[src/rtl/txr_pkg.sv]
package txr_pkg;
  // memory word and descriptor geometry
  localparam int WORD_W     = 32;
  localparam int DESC_BYTES = 32;
  localparam int SIZE_W     = 12;
  localparam int SEG_LEN_W  = SIZE_W + 1;
  localparam int B2_LSB     = 16;
  // byte offsets of the fetched descriptor words
  localparam int OFS_SIZE   = 4;
  localparam int OFS_BUF    = 8;
  // control word bit positions
  localparam int OWN_BIT    = 31;
  localparam int LAST_BIT   = 29;
  localparam int WRAP_BIT   = 21;
  // status flag positions
  localparam int ST_DONE    = 0;
  localparam int ST_SUM     = 1;
  localparam int ST_ABORT   = 2;
  localparam int ST_W       = 3;

  typedef enum logic [2:0] {
    S_IDLE,
    S_CTL,
    S_SIZE,
    S_BUF,
    S_DATA,
    S_SEND,
    S_WB
  } txr_state_e;
endpackage

[src/rtl/txr_rst_sync.sv]
module txr_rst_sync (
  input  logic clk,
  input  logic rst_n,
  output logic rst_sync_n
);
  logic [1:0] sync_q;

  always_ff @(posedge clk or negedge rst_n) begin
    if (!rst_n) sync_q <= 2'b00;
    else        sync_q <= {sync_q[0], 1'b1};
  end

  assign rst_sync_n = sync_q[1];
endmodule

[src/rtl/txr_ptr.sv]
module txr_ptr
  import txr_pkg::*;
#(
  parameter int AW = 32
) (
  input  logic          clk,
  input  logic          rst_n,
  input  logic          base_wr,
  input  logic [AW-1:0] base_wdata,
  input  logic          adv,
  input  logic          wrap,
  output logic [AW-1:0] base_q,
  output logic [AW-1:0] cur_q
);
  localparam logic [AW-1:0] STEP = AW'(DESC_BYTES);

  logic [AW-1:0] base_d, cur_d;
  logic          base_en, cur_en;

  always_comb begin
    base_en = base_wr;
    base_d  = base_wdata;
    cur_en  = base_wr | adv;
    if (base_wr)   cur_d = base_wdata;   // software load wins
    else if (wrap) cur_d = base_q;
    else           cur_d = cur_q + STEP;
  end

  always_ff @(posedge clk or negedge rst_n) begin
    if (!rst_n) begin
      base_q <= '0;
      cur_q  <= '0;
    end else begin
      if (base_en) base_q <= base_d;
      if (cur_en)  cur_q  <= cur_d;
    end
  end
endmodule

[src/rtl/txr_status.sv]
module txr_status
  import txr_pkg::*;
(
  input  logic            clk,
  input  logic            rst_n,
  input  logic            set_done,
  input  logic            set_abort,
  input  logic [ST_W-1:0] clr,
  output logic [ST_W-1:0] stat_q
);
  logic [ST_W-1:0] set_v, stat_d;

  always_comb begin
    set_v           = '0;
    set_v[ST_DONE]  = set_done;
    set_v[ST_SUM]   = set_done;
    set_v[ST_ABORT] = set_abort;
    stat_d          = set_v | (stat_q & ~clr);
  end

  always_ff @(posedge clk or negedge rst_n) begin
    if (!rst_n) stat_q <= '0;
    else        stat_q <= stat_d;
  end
endmodule

[src/rtl/txr_seq.sv]
module txr_seq
  import txr_pkg::*;
#(
  parameter int AW      = 32,
  parameter int MAX_SEG = 2048
) (
  input  logic              clk,
  input  logic              rst_n,
  input  logic              poll_req,
  input  logic [AW-1:0]     cur_ptr,
  output logic              mem_req,
  output logic              mem_we,
  output logic [AW-1:0]     mem_addr,
  output logic [WORD_W-1:0] mem_wdata,
  input  logic              mem_ack,
  input  logic [WORD_W-1:0] mem_rdata,
  output logic              tx_valid,
  input  logic              tx_ready,
  output logic [7:0]        tx_data,
  output logic              tx_last,
  output logic              adv,
  output logic              wrap,
  output logic              set_done,
  output logic              set_abort,
  output logic              busy
);
  localparam int                 LENW    = SEG_LEN_W;
  localparam logic [LENW-1:0]    MAX_LEN = LENW'(MAX_SEG);
  localparam logic [LENW-1:0]    ONE     = LENW'(1);
  localparam logic [AW-1:0]      A_SIZE  = AW'(OFS_SIZE);
  localparam logic [AW-1:0]      A_BUF   = AW'(OFS_BUF);
  localparam logic [WORD_W-1:0]  OWN_MSK = WORD_W'(1) << OWN_BIT;

  txr_state_e        state_q, state_d;
  logic              pend_q, pend_d;
  logic [WORD_W-1:0] ctl_q, ctl_d;
  logic [WORD_W-1:0] word_q, word_d;
  logic [LENW-1:0]   len_q, len_d;
  logic [AW-1:0]     baddr_q, baddr_d;
  logic [LENW-1:0]   seg_sum;

  // next-state process
  always_comb begin
    state_d   = state_q;
    pend_d    = pend_q;
    ctl_d     = ctl_q;
    word_d    = word_q;
    len_d     = len_q;
    baddr_d   = baddr_q;
    mem_req   = 1'b0;
    mem_we    = 1'b0;
    mem_addr  = cur_ptr;
    mem_wdata = '0;
    tx_valid  = 1'b0;
    tx_last   = 1'b0;
    adv       = 1'b0;
    set_done  = 1'b0;
    set_abort = 1'b0;
    seg_sum   = LENW'(mem_rdata[SIZE_W-1:0]) + LENW'(mem_rdata[B2_LSB +: SIZE_W]);

    if (poll_req && (state_q != S_IDLE)) pend_d = 1'b1;

    unique case (state_q)
      S_IDLE: begin
        if (poll_req || pend_q) begin
          state_d = S_CTL;
          pend_d  = 1'b0;
        end
      end
      S_CTL: begin
        mem_req = 1'b1;
        if (mem_ack) begin
          ctl_d   = mem_rdata;
          state_d = mem_rdata[OWN_BIT] ? S_SIZE : S_IDLE;
        end
      end
      S_SIZE: begin
        mem_req  = 1'b1;
        mem_addr = cur_ptr + A_SIZE;
        if (mem_ack) begin
          if (seg_sum > MAX_LEN) begin
            len_d     = MAX_LEN;
            set_abort = 1'b1;
          end else begin
            len_d = seg_sum;
          end
          state_d = S_BUF;
        end
      end
      S_BUF: begin
        mem_req  = 1'b1;
        mem_addr = cur_ptr + A_BUF;
        if (mem_ack) begin
          baddr_d = mem_rdata[AW-1:0];
          state_d = (len_q == '0) ? S_WB : S_DATA;
        end
      end
      S_DATA: begin
        mem_req  = 1'b1;
        mem_addr = {baddr_q[AW-1:2], 2'b00};
        if (mem_ack) begin
          word_d  = mem_rdata;
          state_d = S_SEND;
        end
      end
      S_SEND: begin
        tx_valid = 1'b1;
        tx_last  = ctl_q[LAST_BIT] && (len_q == ONE);
        if (tx_ready) begin
          baddr_d = baddr_q + AW'(1);
          len_d   = len_q - ONE;
          if (len_q == ONE)               state_d = S_WB;
          else if (baddr_q[1:0] == 2'b11) state_d = S_DATA;
        end
      end
      S_WB: begin
        mem_req   = 1'b1;
        mem_we    = 1'b1;
        mem_wdata = ctl_q & ~OWN_MSK;
        if (mem_ack) begin
          adv      = 1'b1;
          set_done = ctl_q[LAST_BIT];
          state_d  = S_CTL;
        end
      end
      default: state_d = S_IDLE;
    endcase
  end

  assign tx_data = word_q[{baddr_q[1:0], 3'b000} +: 8];
  assign wrap    = ctl_q[WRAP_BIT];
  assign busy    = (state_q != S_IDLE) || pend_q;

  // register process
  always_ff @(posedge clk or negedge rst_n) begin
    if (!rst_n) begin
      state_q <= S_IDLE;
      pend_q  <= 1'b0;
      ctl_q   <= '0;
      word_q  <= '0;
      len_q   <= '0;
      baddr_q <= '0;
    end else begin
      state_q <= state_d;
      pend_q  <= pend_d;
      ctl_q   <= ctl_d;
      word_q  <= word_d;
      len_q   <= len_d;
      baddr_q <= baddr_d;
    end
  end
endmodule

[src/rtl/txr_walker.sv]
module txr_walker
  import txr_pkg::*;
#(
  parameter int AW      = 32,
  parameter int MAX_SEG = 2048
) (
  input  logic              clk,
  input  logic              rst_n,
  input  logic              poll_req,
  input  logic              base_wr,
  input  logic [AW-1:0]     base_wdata,
  input  logic [ST_W-1:0]   stat_clr,
  output logic [ST_W-1:0]   stat,
  output logic [AW-1:0]     cur_ptr,
  output logic              busy,
  output logic              mem_req,
  output logic              mem_we,
  output logic [AW-1:0]     mem_addr,
  output logic [WORD_W-1:0] mem_wdata,
  input  logic              mem_ack,
  input  logic [WORD_W-1:0] mem_rdata,
  output logic              tx_valid,
  input  logic              tx_ready,
  output logic [7:0]        tx_data,
  output logic              tx_last
);
  logic          rst_s;
  logic [AW-1:0] base_q;
  logic          adv, wrap, set_done, set_abort;

  txr_rst_sync u_rst (
    .clk        (clk),
    .rst_n      (rst_n),
    .rst_sync_n (rst_s)
  );

  txr_ptr #(.AW(AW)) u_ptr (
    .clk        (clk),
    .rst_n      (rst_s),
    .base_wr    (base_wr),
    .base_wdata (base_wdata),
    .adv        (adv),
    .wrap       (wrap),
    .base_q     (base_q),
    .cur_q      (cur_ptr)
  );

  txr_status u_stat (
    .clk       (clk),
    .rst_n     (rst_s),
    .set_done  (set_done),
    .set_abort (set_abort),
    .clr       (stat_clr),
    .stat_q    (stat)
  );

  txr_seq #(.AW(AW), .MAX_SEG(MAX_SEG)) u_seq (
    .clk       (clk),
    .rst_n     (rst_s),
    .poll_req  (poll_req),
    .cur_ptr   (cur_ptr),
    .mem_req   (mem_req),
    .mem_we    (mem_we),
    .mem_addr  (mem_addr),
    .mem_wdata (mem_wdata),
    .mem_ack   (mem_ack),
    .mem_rdata (mem_rdata),
    .tx_valid  (tx_valid),
    .tx_ready  (tx_ready),
    .tx_data   (tx_data),
    .tx_last   (tx_last),
    .adv       (adv),
    .wrap      (wrap),
    .set_done  (set_done),
    .set_abort (set_abort),
    .busy      (busy)
  );
endmodule

[config.mk]
export PLATFORM = sky130hd
export DESIGN_NAME = txr_walker
export DESIGN_NICKNAME = d
export VERILOG_FILES = /design/src/rtl/txr_pkg.sv /design/src/rtl/txr_rst_sync.sv /design/src/rtl/txr_ptr.sv /design/src/rtl/txr_status.sv /design/src/rtl/txr_seq.sv /design/src/rtl/txr_walker.sv
export SDC_FILE = /design/constraint.sdc
export NUM_CORES = 1
export LEC_CHECK = 0
export BUFFER_PORTS_ARGS = -buffer_cell sky130_fd_sc_hd__buf_2
export CORE_AREA = 8 8 136 164
export CTS_CLUSTER_DIAMETER = 120
export DETAILED_ROUTE_END_ITERATION = 10
export DIE_AREA = 0 0 144 172
export PLACE_DENSITY_LB_ADDON = 0.12
export SLEW_MARGIN = 20
export SYNTH_ARGS = -nofsm -noshare
export SYNTH_HDL_FRONTEND = slang
export SYNTH_SLANG_ARGS = --single-unit
[constraint.sdc]
create_clock -name clk -period 7.2 [get_ports clk]
set_input_delay 0.36 -clock clk [delete_from_list [all_inputs] [get_ports clk]]
set_output_delay 0.36 -clock clk [all_outputs]
set_load 0.005 [all_outputs]
==> results.cfg <==
[drt]
avgViaCountPerCell = 6.121
routed_wl_mm = 33.85
drt_drc_violations_left = 0
detail_route.wl_per_cell_um = 20.33
count_of_nets_left_with_antenna_violations_after_detail_routing = 0
vias = 10190
drtPass1Iterations = 8
drt-initial-drc-count = 768

[clock_tree]
clockBufferDepth = 2
tritoncts = done
cts_post_setup_buffers_inserted = 0
clockRootBuffer = sky130_fd_sc_hd__clkbuf_16
post_cts_hold_buffer_count = 1
cts.repair.resized = 0
ctsHtreeMaxLevel = 4
cts_inserted_buffers = 17
numClockSinks = 181
clkLatencyLatePin_ns = 0.45
cts.clk_slew.worst_paths_ns = 0.08

[logic_synthesis]
synth_mux_area_frac = 0.1000
synth_warnings = 0
synth.yosys.seq_area_share = 0.4118
synth.top_cell.area_share = 0.4118
yosys.area_share.xor_xnor = 0.01274
synth_area_leaders = sky130_fd_sc_hd__dfrtp_1, sky130_fd_sc_hd__mux2_2, sky130_fd_sc_hd__o21ai_0
yosys.area_share.simple = 0.2022
synth_cell_types = 75
synth_compound_area_frac = 0.2034
synthesis.area_per_instance_um2 = 8.729
synth-seq-cells = 181
synth_top_flop_cell = sky130_fd_sc_hd__dfrtp_1
synth_edf_count = 0
synth_top_family_by_area = compound AO/OA/AOI/OAI gates
post_synth_fa_ha_maj_area_fraction = 0.02230
syn_nets = 1352
syn-cell-area_um2 = 11000
synth_async_sr_flop_share = 1.000
postSynthCellCount = 1260
synth_top_cell_by_area = sky130_fd_sc_hd__dfrtp_1

[timing]
transition_time_at_the_pin_with_the_least_slew_margin_ns = 1.056
post-route-worst-setup-slack_ns = 3.226
hold_viol_final = 0
setup_total_negative_slack_ns = 0
timing.max_slew.rel_slack = 0.2962
final.period_utilization = 0.5519
drv_slew = 0
worst_clock_skew_ns = 0.01645
fin_crit_ns = 3.974
unrepaired_setup_endpoints_after_global_routing = false
timing.fmax_mhz = 251.7
timing.final.setup_violations = 0

[floorplan]
floorplan.die_area_um2 = 24770
placement_rows = 57
die_boundary_height_um = 172
fp.dieW_um = 144
start_util = 0.5567
design.portCount = 185
core_region_area_um2 = 19760

[power]
worst_ir_drop_vdd_mv = 0.2003
leakagePower_nw = 5.440
power_per_unit_of_standard_cell_area_nw_per_um2 = 343.1

[job]
timing.max_cap.violations = 0

[setup_path]
crit_path_end_kind = primary output
timing.critical_path.arrival_ns = 3.61
largest_fanout_of_any_net_on_the_critical_path = 15
critPathLaunchType = flop
path_class = flop to primary output
worstPathRequired_ns = 6.84

[layout]
nFillCells = 1763
layout-drive-gt1-share = 0.2407
nets_finish = 1479
flow.area_growth_from_synthesis_pct = 14.48
multiInputGateArea_um2 = 5953
final-seq-area_um2 = 4534
diodes = 0

[placed_design]
place.detailed.hpwl_mm = 24.63
gp_routability_congestion = 0.9580
port-buffer-count = 183
dpl_worst_slack_ns = 3.794

[global_route]
grt_usage = 0.2765
largest_net_degree_at_the_start_of_global_routing = 90
grt_antenna_before_repair = 0
overflow = 0
wire_length_of_the_first_global_routing_pass_mm = 53.44
grt_pass1_vias = 9663

[min_path]
hold_path.class = input port to flop

[run_status]
outcome = complete, no violations
-- synthesized netlist by cell type (4+ instances only) --
library cell	number
sky130_fd_sc_hd__nor4_1	4
sky130_fd_sc_hd__xnor2_1	12
sky130_fd_sc_hd__a22oi_1	13
sky130_fd_sc_hd__and2_1	42
sky130_fd_sc_hd__and4_1	7
sky130_fd_sc_hd__dfrtp_1	181
sky130_fd_sc_hd__and3_1	18
sky130_fd_sc_hd__a21oi_1	118
sky130_fd_sc_hd__nand2b_1	8
sky130_fd_sc_hd__clkbuf_1	52
sky130_fd_sc_hd__nand4_1	8
sky130_fd_sc_hd__o21a_1	5
sky130_fd_sc_hd__or3_1	5
sky130_fd_sc_hd__a221oi_1	5
sky130_fd_sc_hd__nand2_1	148
sky130_fd_sc_hd__a211oi_1	4
sky130_fd_sc_hd__ha_1	18
sky130_fd_sc_hd__nor3_1	26
sky130_fd_sc_hd__nand3_1	60
sky130_fd_sc_hd__a31oi_1	13
sky130_fd_sc_hd__o31ai_1	9
sky130_fd_sc_hd__nor3_2	4
sky130_fd_sc_hd__o22ai_1	24
sky130_fd_sc_hd__mux4_2	8
sky130_fd_sc_hd__nor2b_1	7
sky130_fd_sc_hd__o311ai_0	7
sky130_fd_sc_hd__o211ai_1	9
sky130_fd_sc_hd__a311oi_1	4
sky130_fd_sc_hd__buf_1	10
sky130_fd_sc_hd__a21o_1	13
sky130_fd_sc_hd__inv_1	37
sky130_fd_sc_hd__mux2_2	79
sky130_fd_sc_hd__buf_2	19
sky130_fd_sc_hd__xor2_1	4
sky130_fd_sc_hd__nor2_1	93
sky130_fd_sc_hd__o32ai_1	4
sky130_fd_sc_hd__o21ai_0	127
-- through the flow --
| stage | utilization | instances | hold slack, ns | power [mW] | cell area [µm²] |
|---|---|---|---|---|---|
| after floorplan | - | 1260 | 0.06441 | 2.803 | 11000 |
| after global placement | 0.6047 | 1632 | 0.1449 | 3.309 | 11950 |
| after detailed placement | 0.6047 | 1632 | 0.1468 | 3.352 | 11950 |
| after CTS | 0.6372 | 1665 | 0.07515 | 4.324 | 12590 |
| after global routing | 0.6373 | 1665 | 0.09314 | 4.601 | 12590 |
| final | 0.6373 | 1665 | 0.08377 | 4.320 | 12590 |
-- layer usage --
| layer | routed length, µm | track usage |
|---|---|---|
| met1 | 13890 | 0.3526 |
| met2 | 16550 | 0.4608 |
| met3 | 2380 | 0.04945 |
| met4 | 1023 | 0.1031 |
| met5 | 0 | 0 |
-- layout make-up --
cell class | count | share of cell area
multi-input cells | 956 | 0.4728
clock buffers | 17 | 0.03379
well taps | 265 | 0.02633
inverters | 38 | 0.01133
clock inverters | 15 | 0.01640
repair buffers | 193 | 0.07920
flip-flops and latches | 181 | 0.3601
-- kinds of logic (layout without fill, tap and decap cells) --
| logic type | after synthesis | after routing |
|---|---|---|
| simple gates | 453 | 453 |
| compound gates | 376 | 376 |
| flops | 181 | 181 |
| buf+inv | 123 | 263 |
| mux | 90 | 90 |
| fa+ha+maj | 19 | 19 |
| xor+xnor | 16 | 16 |
| other cells | 2 | 2 |
-- state kept, by name, indices dropped and copies added, names as in the netlist, 3 cells and up --
name           cells
u_seq.len_q       13
u_seq.ctl_q       31
u_seq.baddr_q     32
u_ptr.base_q      32
u_seq.state_q      3
u_stat.stat_q      3
u_ptr.cur_q       32
u_seq.word_q      32
-- worst max-delay path, stage by stage (launching register included) --
cell                       delay (ns)
sky130_fd_sc_hd__dfrtp_1         0.60
sky130_fd_sc_hd__nor2b_1         0.74
sky130_fd_sc_hd__nand2b_1        0.34
sky130_fd_sc_hd__nor2_1          0.48
sky130_fd_sc_hd__or2_2           0.37
sky130_fd_sc_hd__nor2_1          0.11
sky130_fd_sc_hd__a211oi_1        0.36
sky130_fd_sc_hd__buf_2           0.18
-- report_power, final --
group          internal, mW  switching, mW  total, mW
combinational         0.732          0.892       1.62
clock                 0.477          0.489      0.966
sequential             1.36          0.367       1.73
total                  2.57           1.75       4.32
-- final timing paths --
| check | startpoint | to | slack [ns] | cells past startpoint |
|---|---|---|---|---|
| min in group asynchronous | rst_n | u_rst.sync_q[1] | 0.24 | 2 |
| max in group asynchronous | u_rst.sync_q[1] | u_seq.len_q[7] | 5.65 | 1 |
| max reg2reg | u_seq.state_q[0] | u_ptr.cur_q[28] | 3.79 | 5 |
| min reg2reg | u_rst.sync_q[0] | u_rst.sync_q[1] | 0.35 | 0 |
| max | u_seq.state_q[1] | mem_addr[21] | 3.23 | 7 |
| min | stat_clr[1] | u_stat.stat_q[1] | 0.08 | 2 |
-- placed cells by master (no fill, tap or decap), types with 12 or more instances in the layout --
cell,count
sky130_fd_sc_hd__buf_2,183
sky130_fd_sc_hd__dfrtp_1,179
sky130_fd_sc_hd__nand2_1,148
sky130_fd_sc_hd__o21ai_0,127
sky130_fd_sc_hd__a21oi_1,118
sky130_fd_sc_hd__nor2_1,93
sky130_fd_sc_hd__mux2_2,79
sky130_fd_sc_hd__nand3_1,60
sky130_fd_sc_hd__and2_1,42
sky130_fd_sc_hd__inv_1,37
sky130_fd_sc_hd__nor3_1,26
sky130_fd_sc_hd__o22ai_1,24
sky130_fd_sc_hd__and3_1,18
sky130_fd_sc_hd__ha_1,18
sky130_fd_sc_hd__clkbuf_16,17
sky130_fd_sc_hd__a31oi_1,13
sky130_fd_sc_hd__a22oi_1,13
sky130_fd_sc_hd__a21o_1,13
sky130_fd_sc_hd__xnor2_1,12
No activity file was read; power rests on OpenSTA's default activity.
